**config.mk**
```make
export PLATFORM = sky130hd
export DESIGN_NAME = dma_chan_regs
export DESIGN_NICKNAME = d
export VERILOG_FILES = /design/src/rtl/dmarf_pkg.sv /design/src/rtl/dmarf_decode.sv /design/src/rtl/dmarf_chan.sv /design/src/rtl/dmarf_ctrl.sv /design/src/rtl/dma_chan_regs.sv
export SDC_FILE = /design/constraint.sdc
export NUM_CORES = 1
export LEC_CHECK = 0
export BUFFER_PORTS_ARGS = -buffer_cell sky130_fd_sc_hd__buf_2
export CAP_MARGIN = 0
export CORE_ASPECT_RATIO = 1.5
export CORE_MARGIN = 2
export CORE_UTILIZATION = 50
export DETAILED_ROUTE_END_ITERATION = 8
export PLACE_DENSITY_LB_ADDON = 0.15
export SETUP_SLACK_MARGIN = 0.05
export SLEW_MARGIN = 20
export SYNTH_ARGS = -nofsm -noshare
export SYNTH_HDL_FRONTEND = slang
export SYNTH_SLANG_ARGS = --single-unit
```
**constraint.sdc**
```tcl
create_clock -name clk -period 5.03 [get_ports clk]
set_input_delay 1.509 -clock clk [delete_from_list [all_inputs] [get_ports clk]]
set_output_delay 1.509 -clock clk [all_outputs]
set_load 0.01 [all_outputs]
```
**src/rtl/dmarf_pkg.sv**
```systemverilog
package dmarf_pkg;

    localparam int CH_NUM  = 4;
    localparam int CH_W    = $clog2(CH_NUM);
    localparam int BYTE_W  = 8;
    localparam int WORD_W  = 2 * BYTE_W;
    localparam int MODE_W  = BYTE_W - CH_W;
    localparam int OFF_W   = 4;

    // control offsets (the upper half of the offset space)
    typedef enum logic [OFF_W-1:0] {
        OFF_CMD        = 4'h8,
        OFF_REQ        = 4'h9,
        OFF_SMASK      = 4'hA,
        OFF_MODE       = 4'hB,
        OFF_CLRPTR     = 4'hC,
        OFF_MCLR       = 4'hD,
        OFF_UNMASK_ALL = 4'hE,
        OFF_MASK_ALL   = 4'hF
    } ctl_off_e;

    localparam logic [1:0] KIND_CASCADE = 2'b11;

    typedef struct packed {
        logic [1:0] kind;       // 11 = cascade
        logic       addr_down;  // 1 = decrement address
        logic       auto_init;  // reload at terminal count
        logic [1:0] dir;        // transfer direction
    } chan_mode_t;

    typedef struct packed {
        logic            val_wr;      // write to an address/count offset
        logic            val_rd;      // read of an address/count offset
        logic            is_cnt;      // count (1) or address (0)
        logic [CH_W-1:0] ch;          // channel of that offset
        logic            cmd_wr;
        logic            stat_rd;
        logic            req_wr;
        logic            smask_wr;
        logic            mode_wr;
        logic            clrptr_wr;
        logic            mclr_wr;
        logic            temp_rd;
        logic            unmask_all_wr;
        logic            mask_all_wr;
    } io_dec_t;

    function automatic logic [BYTE_W-1:0] pick_byte(input logic [WORD_W-1:0] v,
                                                    input logic hi);
        return hi ? v[WORD_W-1:BYTE_W] : v[BYTE_W-1:0];
    endfunction

    function automatic logic [WORD_W-1:0] put_byte(input logic [WORD_W-1:0] v,
                                                   input logic hi,
                                                   input logic [BYTE_W-1:0] b);
        return hi ? {b, v[BYTE_W-1:0]} : {v[WORD_W-1:BYTE_W], b};
    endfunction

endpackage

```
**src/rtl/dmarf_decode.sv**
```systemverilog
module dmarf_decode
    import dmarf_pkg::*;
(
    input  logic [OFF_W-1:0] io_off,
    input  logic             io_wr,
    input  logic             io_rd,
    output io_dec_t          dec
);

    always_comb begin
        dec = '0;
        if (!io_off[OFF_W-1]) begin
            dec.val_wr = io_wr;
            dec.val_rd = io_rd;
            dec.is_cnt = io_off[0];
            dec.ch     = io_off[CH_W:1];
        end else begin
            case (io_off)
                OFF_CMD: begin
                    dec.cmd_wr  = io_wr;
                    dec.stat_rd = io_rd;
                end
                OFF_REQ:        dec.req_wr        = io_wr;
                OFF_SMASK:      dec.smask_wr      = io_wr;
                OFF_MODE:       dec.mode_wr       = io_wr;
                OFF_CLRPTR:     dec.clrptr_wr     = io_wr;
                OFF_MCLR: begin
                    dec.mclr_wr = io_wr;
                    dec.temp_rd = io_rd;
                end
                OFF_UNMASK_ALL: dec.unmask_all_wr = io_wr;
                OFF_MASK_ALL:   dec.mask_all_wr   = io_wr;
                default: ;
            endcase
        end
    end

endmodule

```
**src/rtl/dmarf_chan.sv**
```systemverilog
module dmarf_chan
    import dmarf_pkg::*;
#(
    parameter logic [CH_W-1:0] IDX = '0
)(
    input  logic              clk,
    input  logic              rst,
    input  logic              val_wr,
    input  logic              is_cnt,
    input  logic [CH_W-1:0]   acc_ch,
    input  logic              mode_wr,
    input  logic              ptr_hi,
    input  logic [BYTE_W-1:0] wdata,
    input  logic              step,
    input  logic [CH_W-1:0]   step_ch,
    output logic [WORD_W-1:0] cur_addr,
    output logic [WORD_W-1:0] cur_cnt,
    output chan_mode_t        mode,
    output logic              tc_hit
);

    logic [WORD_W-1:0] base_addr, base_cnt;
    logic              prog_me, mode_me, step_req, step_me, at_end;
    logic [WORD_W-1:0] addr_mv;

    assign prog_me  = val_wr && (acc_ch == IDX);
    assign mode_me  = mode_wr && (wdata[CH_W-1:0] == IDX);
    assign step_req = step && (step_ch == IDX);
    // programming the channel in the same cycle wins over the step
    assign step_me  = step_req && (mode.kind != KIND_CASCADE) && !prog_me;
    assign at_end   = (cur_cnt == '0);
    assign tc_hit   = step_me && at_end;
    assign addr_mv  = mode.addr_down ? cur_addr - WORD_W'(1) : cur_addr + WORD_W'(1);

    always_ff @(posedge clk) begin
        if (rst) begin
            base_addr <= '0;
            base_cnt  <= '0;
            cur_addr  <= '0;
            cur_cnt   <= '0;
            mode      <= '0;
        end else begin
            if (prog_me) begin
                if (is_cnt) begin
                    base_cnt <= put_byte(base_cnt, ptr_hi, wdata);
                    cur_cnt  <= put_byte(cur_cnt,  ptr_hi, wdata);
                end else begin
                    base_addr <= put_byte(base_addr, ptr_hi, wdata);
                    cur_addr  <= put_byte(cur_addr,  ptr_hi, wdata);
                end
            end else if (step_me) begin
                if (at_end && mode.auto_init) begin
                    cur_addr <= base_addr;
                    cur_cnt  <= base_cnt;
                end else begin
                    cur_addr <= addr_mv;
                    cur_cnt  <= cur_cnt - WORD_W'(1);
                end
            end
            if (mode_me)
                mode <= chan_mode_t'(wdata[BYTE_W-1:CH_W]);
        end
    end

    // a programmed byte lands in the current register
    p_load_byte_r3: assert property (@(posedge clk) disable iff (rst)
        prog_me && !is_cnt |=> pick_byte(cur_addr, $past(ptr_hi)) == $past(wdata));

    // an ordinary step counts down by one
    p_step_cnt_r6: assert property (@(posedge clk) disable iff (rst)
        step_me && !at_end |=> cur_cnt == $past(cur_cnt) - WORD_W'(1));

    // auto-initialise reloads from the base registers
    p_reload_r7: assert property (@(posedge clk) disable iff (rst)
        step_me && at_end && mode.auto_init |=> cur_addr == base_addr && cur_cnt == base_cnt);

    // cascade channels ignore steps
    p_cascade_hold_r8: assert property (@(posedge clk) disable iff (rst)
        step_req && mode.kind == KIND_CASCADE && !prog_me |=> $stable(cur_addr) && $stable(cur_cnt));

    // an address write in a step cycle leaves the count alone
    p_collide_r10: assert property (@(posedge clk) disable iff (rst)
        step_req && prog_me && !is_cnt |=> $stable(cur_cnt));

endmodule

```
**src/rtl/dmarf_ctrl.sv**
```systemverilog
module dmarf_ctrl
    import dmarf_pkg::*;
(
    input  logic              clk,
    input  logic              rst,
    input  logic              val_wr,
    input  logic              val_rd,
    input  logic              cmd_wr,
    input  logic              stat_rd,
    input  logic              req_wr,
    input  logic              smask_wr,
    input  logic              clrptr_wr,
    input  logic              mclr_wr,
    input  logic              unmask_all_wr,
    input  logic              mask_all_wr,
    input  logic [BYTE_W-1:0] wdata,
    input  logic [CH_NUM-1:0] tc_hit,
    output logic              ptr_hi,
    output logic [BYTE_W-1:0] cmd_q,
    output logic [CH_NUM-1:0] mask_q,
    output logic [CH_NUM-1:0] sreq_q,
    output logic [CH_NUM-1:0] tc_q
);

    logic              ptr_nx;
    logic [BYTE_W-1:0] cmd_nx;
    logic [CH_NUM-1:0] mask_nx, sreq_nx, tc_nx;
    logic [CH_W-1:0]   wsel;

    assign wsel = wdata[CH_W-1:0];

    always_comb begin
        ptr_nx  = ptr_hi;
        cmd_nx  = cmd_q;
        mask_nx = mask_q;
        sreq_nx = sreq_q;
        tc_nx   = tc_q;
        if (clrptr_wr)
            ptr_nx = 1'b0;
        else if (val_wr || val_rd)
            ptr_nx = !ptr_hi;
        if (cmd_wr)
            cmd_nx = wdata;
        if (smask_wr)
            mask_nx[wsel] = wdata[CH_W];
        else if (unmask_all_wr)
            mask_nx = '0;
        else if (mask_all_wr)
            mask_nx = wdata[CH_NUM-1:0];
        if (req_wr)
            sreq_nx[wsel] = wdata[CH_W];
        sreq_nx = sreq_nx & ~tc_hit;
        if (stat_rd)
            tc_nx = '0;
        tc_nx = tc_nx | tc_hit;
    end

    always_ff @(posedge clk) begin
        if (rst || mclr_wr) begin
            ptr_hi <= 1'b0;
            cmd_q  <= '0;
            mask_q <= '1;
            sreq_q <= '0;
            tc_q   <= '0;
        end else begin
            ptr_hi <= ptr_nx;
            cmd_q  <= cmd_nx;
            mask_q <= mask_nx;
            sreq_q <= sreq_nx;
            tc_q   <= tc_nx;
        end
    end

    // master clear restores the idle control state
    p_mclr_state_r1: assert property (@(posedge clk) disable iff (rst)
        mclr_wr |=> mask_q == '1 && cmd_q == '0 && tc_q == '0 && sreq_q == '0 && !ptr_hi);

    // every data-port access flips the pointer
    p_ptr_flip_r2: assert property (@(posedge clk) disable iff (rst)
        (val_wr || val_rd) |=> ptr_hi != $past(ptr_hi));

    // clear-pointer selects the low byte
    p_ptr_clear_r2: assert property (@(posedge clk) disable iff (rst)
        clrptr_wr |=> !ptr_hi);

    // clear-all leaves no channel masked
    p_unmask_all_r4: assert property (@(posedge clk) disable iff (rst)
        unmask_all_wr |=> mask_q == '0);

    // a flag raised together with a status read survives it
    p_tc_keep_r9: assert property (@(posedge clk) disable iff (rst)
        (|tc_hit) && !mclr_wr |=> (tc_q & $past(tc_hit)) == $past(tc_hit));

endmodule

```
**src/rtl/dma_chan_regs.sv**
```systemverilog
module dma_chan_regs
    import dmarf_pkg::*;
(
    input  logic                       clk,
    input  logic                       rst,
    input  logic [OFF_W-1:0]           io_off,
    input  logic [BYTE_W-1:0]          io_wdata,
    input  logic                       io_wr,
    input  logic                       io_rd,
    output logic [BYTE_W-1:0]          io_rdata,
    input  logic                       xfer_step,
    input  logic [CH_W-1:0]            xfer_ch,
    output logic [BYTE_W-1:0]          cfg_cmd,
    output logic [CH_NUM-1:0]          cfg_mask,
    output logic [CH_NUM-1:0]          cfg_sreq,
    output logic [CH_NUM-1:0]          cfg_tc,
    output logic [CH_NUM-1:0]          cfg_cascade,
    output logic [CH_NUM*MODE_W-1:0]   cfg_mode,
    output logic [CH_NUM*WORD_W-1:0]   cfg_addr,
    output logic [CH_NUM*WORD_W-1:0]   cfg_count
);

    io_dec_t           dec;
    logic              ptr_hi;
    logic [CH_NUM-1:0] tc_hit;
    logic [WORD_W-1:0] cur_addr [CH_NUM];
    logic [WORD_W-1:0] cur_cnt  [CH_NUM];
    chan_mode_t        mode     [CH_NUM];

    dmarf_decode u_dec (
        .io_off (io_off),
        .io_wr  (io_wr),
        .io_rd  (io_rd),
        .dec    (dec)
    );

    dmarf_ctrl u_ctrl (
        .clk           (clk),
        .rst           (rst),
        .val_wr        (dec.val_wr),
        .val_rd        (dec.val_rd),
        .cmd_wr        (dec.cmd_wr),
        .stat_rd       (dec.stat_rd),
        .req_wr        (dec.req_wr),
        .smask_wr      (dec.smask_wr),
        .clrptr_wr     (dec.clrptr_wr),
        .mclr_wr       (dec.mclr_wr),
        .unmask_all_wr (dec.unmask_all_wr),
        .mask_all_wr   (dec.mask_all_wr),
        .wdata         (io_wdata),
        .tc_hit        (tc_hit),
        .ptr_hi        (ptr_hi),
        .cmd_q         (cfg_cmd),
        .mask_q        (cfg_mask),
        .sreq_q        (cfg_sreq),
        .tc_q          (cfg_tc)
    );

    for (genvar i = 0; i < CH_NUM; i++) begin : g_ch
        dmarf_chan #(.IDX(CH_W'(i))) u_chan (
            .clk      (clk),
            .rst      (rst),
            .val_wr   (dec.val_wr),
            .is_cnt   (dec.is_cnt),
            .acc_ch   (dec.ch),
            .mode_wr  (dec.mode_wr),
            .ptr_hi   (ptr_hi),
            .wdata    (io_wdata),
            .step     (xfer_step),
            .step_ch  (xfer_ch),
            .cur_addr (cur_addr[i]),
            .cur_cnt  (cur_cnt[i]),
            .mode     (mode[i]),
            .tc_hit   (tc_hit[i])
        );
        assign cfg_addr [i*WORD_W +: WORD_W] = cur_addr[i];
        assign cfg_count[i*WORD_W +: WORD_W] = cur_cnt[i];
        assign cfg_mode [i*MODE_W +: MODE_W] = mode[i];
        assign cfg_cascade[i] = (mode[i].kind == KIND_CASCADE);
    end

    always_comb begin
        io_rdata = '0;
        if (dec.val_rd)
            io_rdata = pick_byte(dec.is_cnt ? cur_cnt[dec.ch] : cur_addr[dec.ch], ptr_hi);
        else if (dec.stat_rd)
            io_rdata = {cfg_sreq, cfg_tc};
        else if (dec.temp_rd)
            io_rdata = '0;
    end

endmodule

```
==> flow_metrics.env <==
export IMPL_outcome="completed"
export IMPL_leakagePower_nw=8.49
export IMPL_drive_gt1_frac=0.147
export IMPL_clk_latency_ps=590
export IMPL_dp_hpwl_um=56300
export IMPL_finalNetCount=2589
export IMPL_root_buffer="clkbuf_16"
export IMPL_via_per_inst=6.52
export IMPL_die_h_um=238
export IMPL_min_to="g_ch[3].u_chan.base_cnt[15]$_SDFFE_PP0P_"
export IMPL_grt_pass1_vias=17700
export IMPL_max_freq_ghz=0.202
export IMPL_register_area_mm2=0.00603
export IMPL_ys_warn_count=0
export IMPL_finalWorstSetupSlack_ps=91.2
export IMPL_drtPass1Iterations=6
export IMPL_power_density_mw_per_mm2=291
export IMPL_dieArea_mm2=0.0381
export IMPL_rows=85
export IMPL_min_path_type="reg -> reg"
export IMPL_n_fill_cell=3416
export IMPL_crit_chain="buf_2 -> nor2b_2 -> and2_1 -> buf_12 -> a22oi_1 -> and3_1 -> a311oi_2 -> a31oi_1 -> o21ai_0 -> buf_4 -> buf_2"
export IMPL_min_path_cells=2
export IMPL_drv_slew=0
export IMPL_synth_edff_count=0
export IMPL_htree_levels=1
export IMPL_drv_cap=0
export IMPL_required_ps=3520
export IMPL_crit_top_cell="buf_2"
export IMPL_fin_crit_ps=4940
export IMPL_slowest_delay_ps=340
export IMPL_boundaryPins=203
export IMPL_syn_area_mm2=0.0183
export IMPL_max_slew_margin=0.258
export IMPL_tightest_slew_ps=1110
export IMPL_ys_types=78
export IMPL_seq_area_frac_synth=0.330
export IMPL_cts_buffers=30
export IMPL_multiInputGateArea_mm2=0.0114
export IMPL_areaGrowthSynthToFinish_pct=13.6
export IMPL_vias=19600
export IMPL_antenna_found_initial=1
export IMPL_dpl_worst_slack_ps=-11.7
export IMPL_hp_start="g_ch[3].u_chan.base_cnt[15]$_SDFFE_PP0P_"
export IMPL_r2r_slack_ps=1840
export IMPL_grt_util_all_layers=0.397
export IMPL_remaining_drc_errors=0
export IMPL_synthesis_nets=2461
export IMPL_initial_core_util=0.508
export IMPL_mostFrequentLayoutCells="nand2_1, dfxtp_1, nor2_1"
export IMPL_regToRegEndpoint="g_ch[1].u_chan.cur_addr[12]$_SDFFE_PP0P_"
export IMPL_whs_ps=452
export IMPL_ctsLongestPathBuffers=3
export IMPL_drtAntennaViolNets=0
export IMPL_fin_crit_sh=0.982
export IMPL_grt_overflow=0
export IMPL_grt_max_degree=139
export IMPL_hold_viol=0
export IMPL_ys_async_sr_fraction=0
export IMPL_layout_commonest_cell="nand2_1"
export IMPL_ys_flop_type="dfxtp_1"
export IMPL_cts_tree="built"
export IMPL_r2r_start="u_ctrl.ptr_hi$_SDFFE_PP0P_"
export IMPL_finClkSkew_ps=10.1
export IMPL_portBuffers=202
export IMPL_avgSynthCellArea_um2=7.69
export IMPL_drtIter0Drc=2146
export IMPL_synth_seq_cells=301
export IMPL_worst_path_max_fanout=17
export IMPL_avgRoutedWirePerCell_um=26.2
export IMPL_crit_arrival_ps=3430
export IMPL_fin_area_mm2=0.0207
export IMPL_grt_pass1_wl_um=115000
export IMPL_synth_cells=2374
export IMPL_worst_path_max_delay_cell="a311oi_2"
export IMPL_rsz0062_at_grt="true"
export IMPL_setup_viol=0
export IMPL_cts_sinks=301
export IMPL_peakVddDrop_uv=262
export IMPL_critical_path_class="in -> out"
export IMPL_fp_dieW_um=160
export IMPL_wirelength_um=78600
export IMPL_gp_congestion=0.989
export IMPL_worstRegToRegCells=9
export IMPL_critPathCaptureType="output pin"
export IMPL_core_area_mm2=0.0359
export IMPL_cp_start_kind="primary input"
export IMPL_path_clk_slew_ps=70
export IMPL_placed_cell_area_mm2=0.0197
[power by group]
group	leakage [nW]	switching (mW)	internal, mW
sequential	2.44	0.184	2.45
clock	0.493	1.01	1.32
combinational	5.56	0.667	0.416
[state kept, by name, summed over array words and instances, names as in the netlist]
register / flops
g_ch.u_chan.base_addr: 64
g_ch.u_chan.base_cnt: 64
g_ch.u_chan.cur_addr: 64
g_ch.u_chan.cur_cnt: 64
g_ch.u_chan.mode: 24
u_ctrl.cmd_q: 8
u_ctrl.mask_q: 4
u_ctrl.ptr_hi: 1
u_ctrl.sreq_q: 4
u_ctrl.tc_q: 4
[metal layers]
layer	GRT usage	vias up	routed length (µm)
li1	-	8875	-
met1	0.478	9292	28800
met2	0.649	1122	36300
met3	0.0707	282	7410
met4	0.266	2	6050
met5	0	-	7
[worst max-delay path by stage]
stage,slack [ps],end,start
after floorplan,270,io_rdata[5],io_off[1]
after global placement,20,io_rdata[0],io_off[1]
after detailed placement,-10,io_rdata[0],io_off[1]
after CTS,70,io_rdata[0],io_off[1]
after global routing,40,io_rdata[3],io_off[1]
final,90,io_rdata[0],io_off[1]
[cell usage after synthesis (all sizes together) (3+ instances only)]
cell / instances / area share
a2111oi: 4 / 0.0020
a211o: 7 / 0.0034
a211oi: 49 / 0.020
a21o: 25 / 0.010
a21oi: 200 / 0.055
a221oi: 7 / 0.0034
a22oi: 65 / 0.027
a311o: 4 / 0.0022
a311oi: 51 / 0.024
a31oi: 32 / 0.011
a32oi: 3 / 0.0014
a41oi: 4 / 0.0019
and2: 15 / 0.0051
and3: 21 / 0.0072
buf: 52 / 0.017
clkbuf: 125 / 0.026
dfxtp: 301 / 0.33
fa: 4 / 0.0044
ha: 64 / 0.044
inv: 23 / 0.0047
mux2i: 83 / 0.046
nand2: 333 / 0.070
nand2b: 18 / 0.0062
nand3: 89 / 0.025
nand3b: 7 / 0.0029
nand4: 10 / 0.0034
nor2: 280 / 0.058
nor2b: 14 / 0.0048
nor3: 42 / 0.012
nor3b: 7 / 0.0038
nor4: 21 / 0.011
nor4b: 3 / 0.0023
nor4bb: 4 / 0.0022
o211ai: 41 / 0.017
o21a: 4 / 0.0016
o21ai: 145 / 0.040
o21bai: 11 / 0.0045
o22ai: 41 / 0.014
o311ai: 4 / 0.0019
o31ai: 6 / 0.0025
or2: 7 / 0.0024
or3: 18 / 0.0062
or4: 13 / 0.0060
xnor2: 41 / 0.020
xor2: 55 / 0.026
[critical path, delay by kind of cell]
| family | cells | cell delay [ps] |
|---|---|---|
| simple gates | 3 | 600 |
| compound gates | 4 | 730 |
| buf+inv | 4 | 580 |
[per-stage QoR]
stage                     total power, mW  TNS, ps  cells   util
after floorplan                      3.32        0   2374      -
after global placement               3.72        0   2948  0.548
after detailed placement             3.73    -11.7   2948  0.548
after CTS                            6.02        0   3003  0.576
after global routing                 6.22        0   3003  0.577
final                                6.04        0   3004  0.577
[cells by family after synthesis]
logic type               after synthesis  synth area share
XOR/XNOR                              96            0.0461
flip-flops                           301             0.330
AO/OA/AOI/OAI                        717             0.250
buffers and inverters                200            0.0479
AND/OR/NAND/NOR                      909             0.232
adder cells (fa/ha/maj)               68            0.0483
multiplexers                          83            0.0455
[layout make-up]
class	instances	share of cell area
antenna	1	0.000121
multi-input combinational	1873	0.551
inverter	23	0.00416
tap	478	0.0288
clock buffer	43	0.0425
timing repair buffer	273	0.0770
sequential	301	0.291
clock inverter	12	0.00573
[timing repair]
| action | 4_1_cts | 5_1_grt |
|---|---|---|
| buffers inserted | 0 | 0 |
| hold buffers | 0 | 0 |
| resized for setup | 2 | 9 |
| pin swaps | 0 | 2 |
| setup endpoints to repair | 2 | 8 |
(Power assumes the default switching activity.)
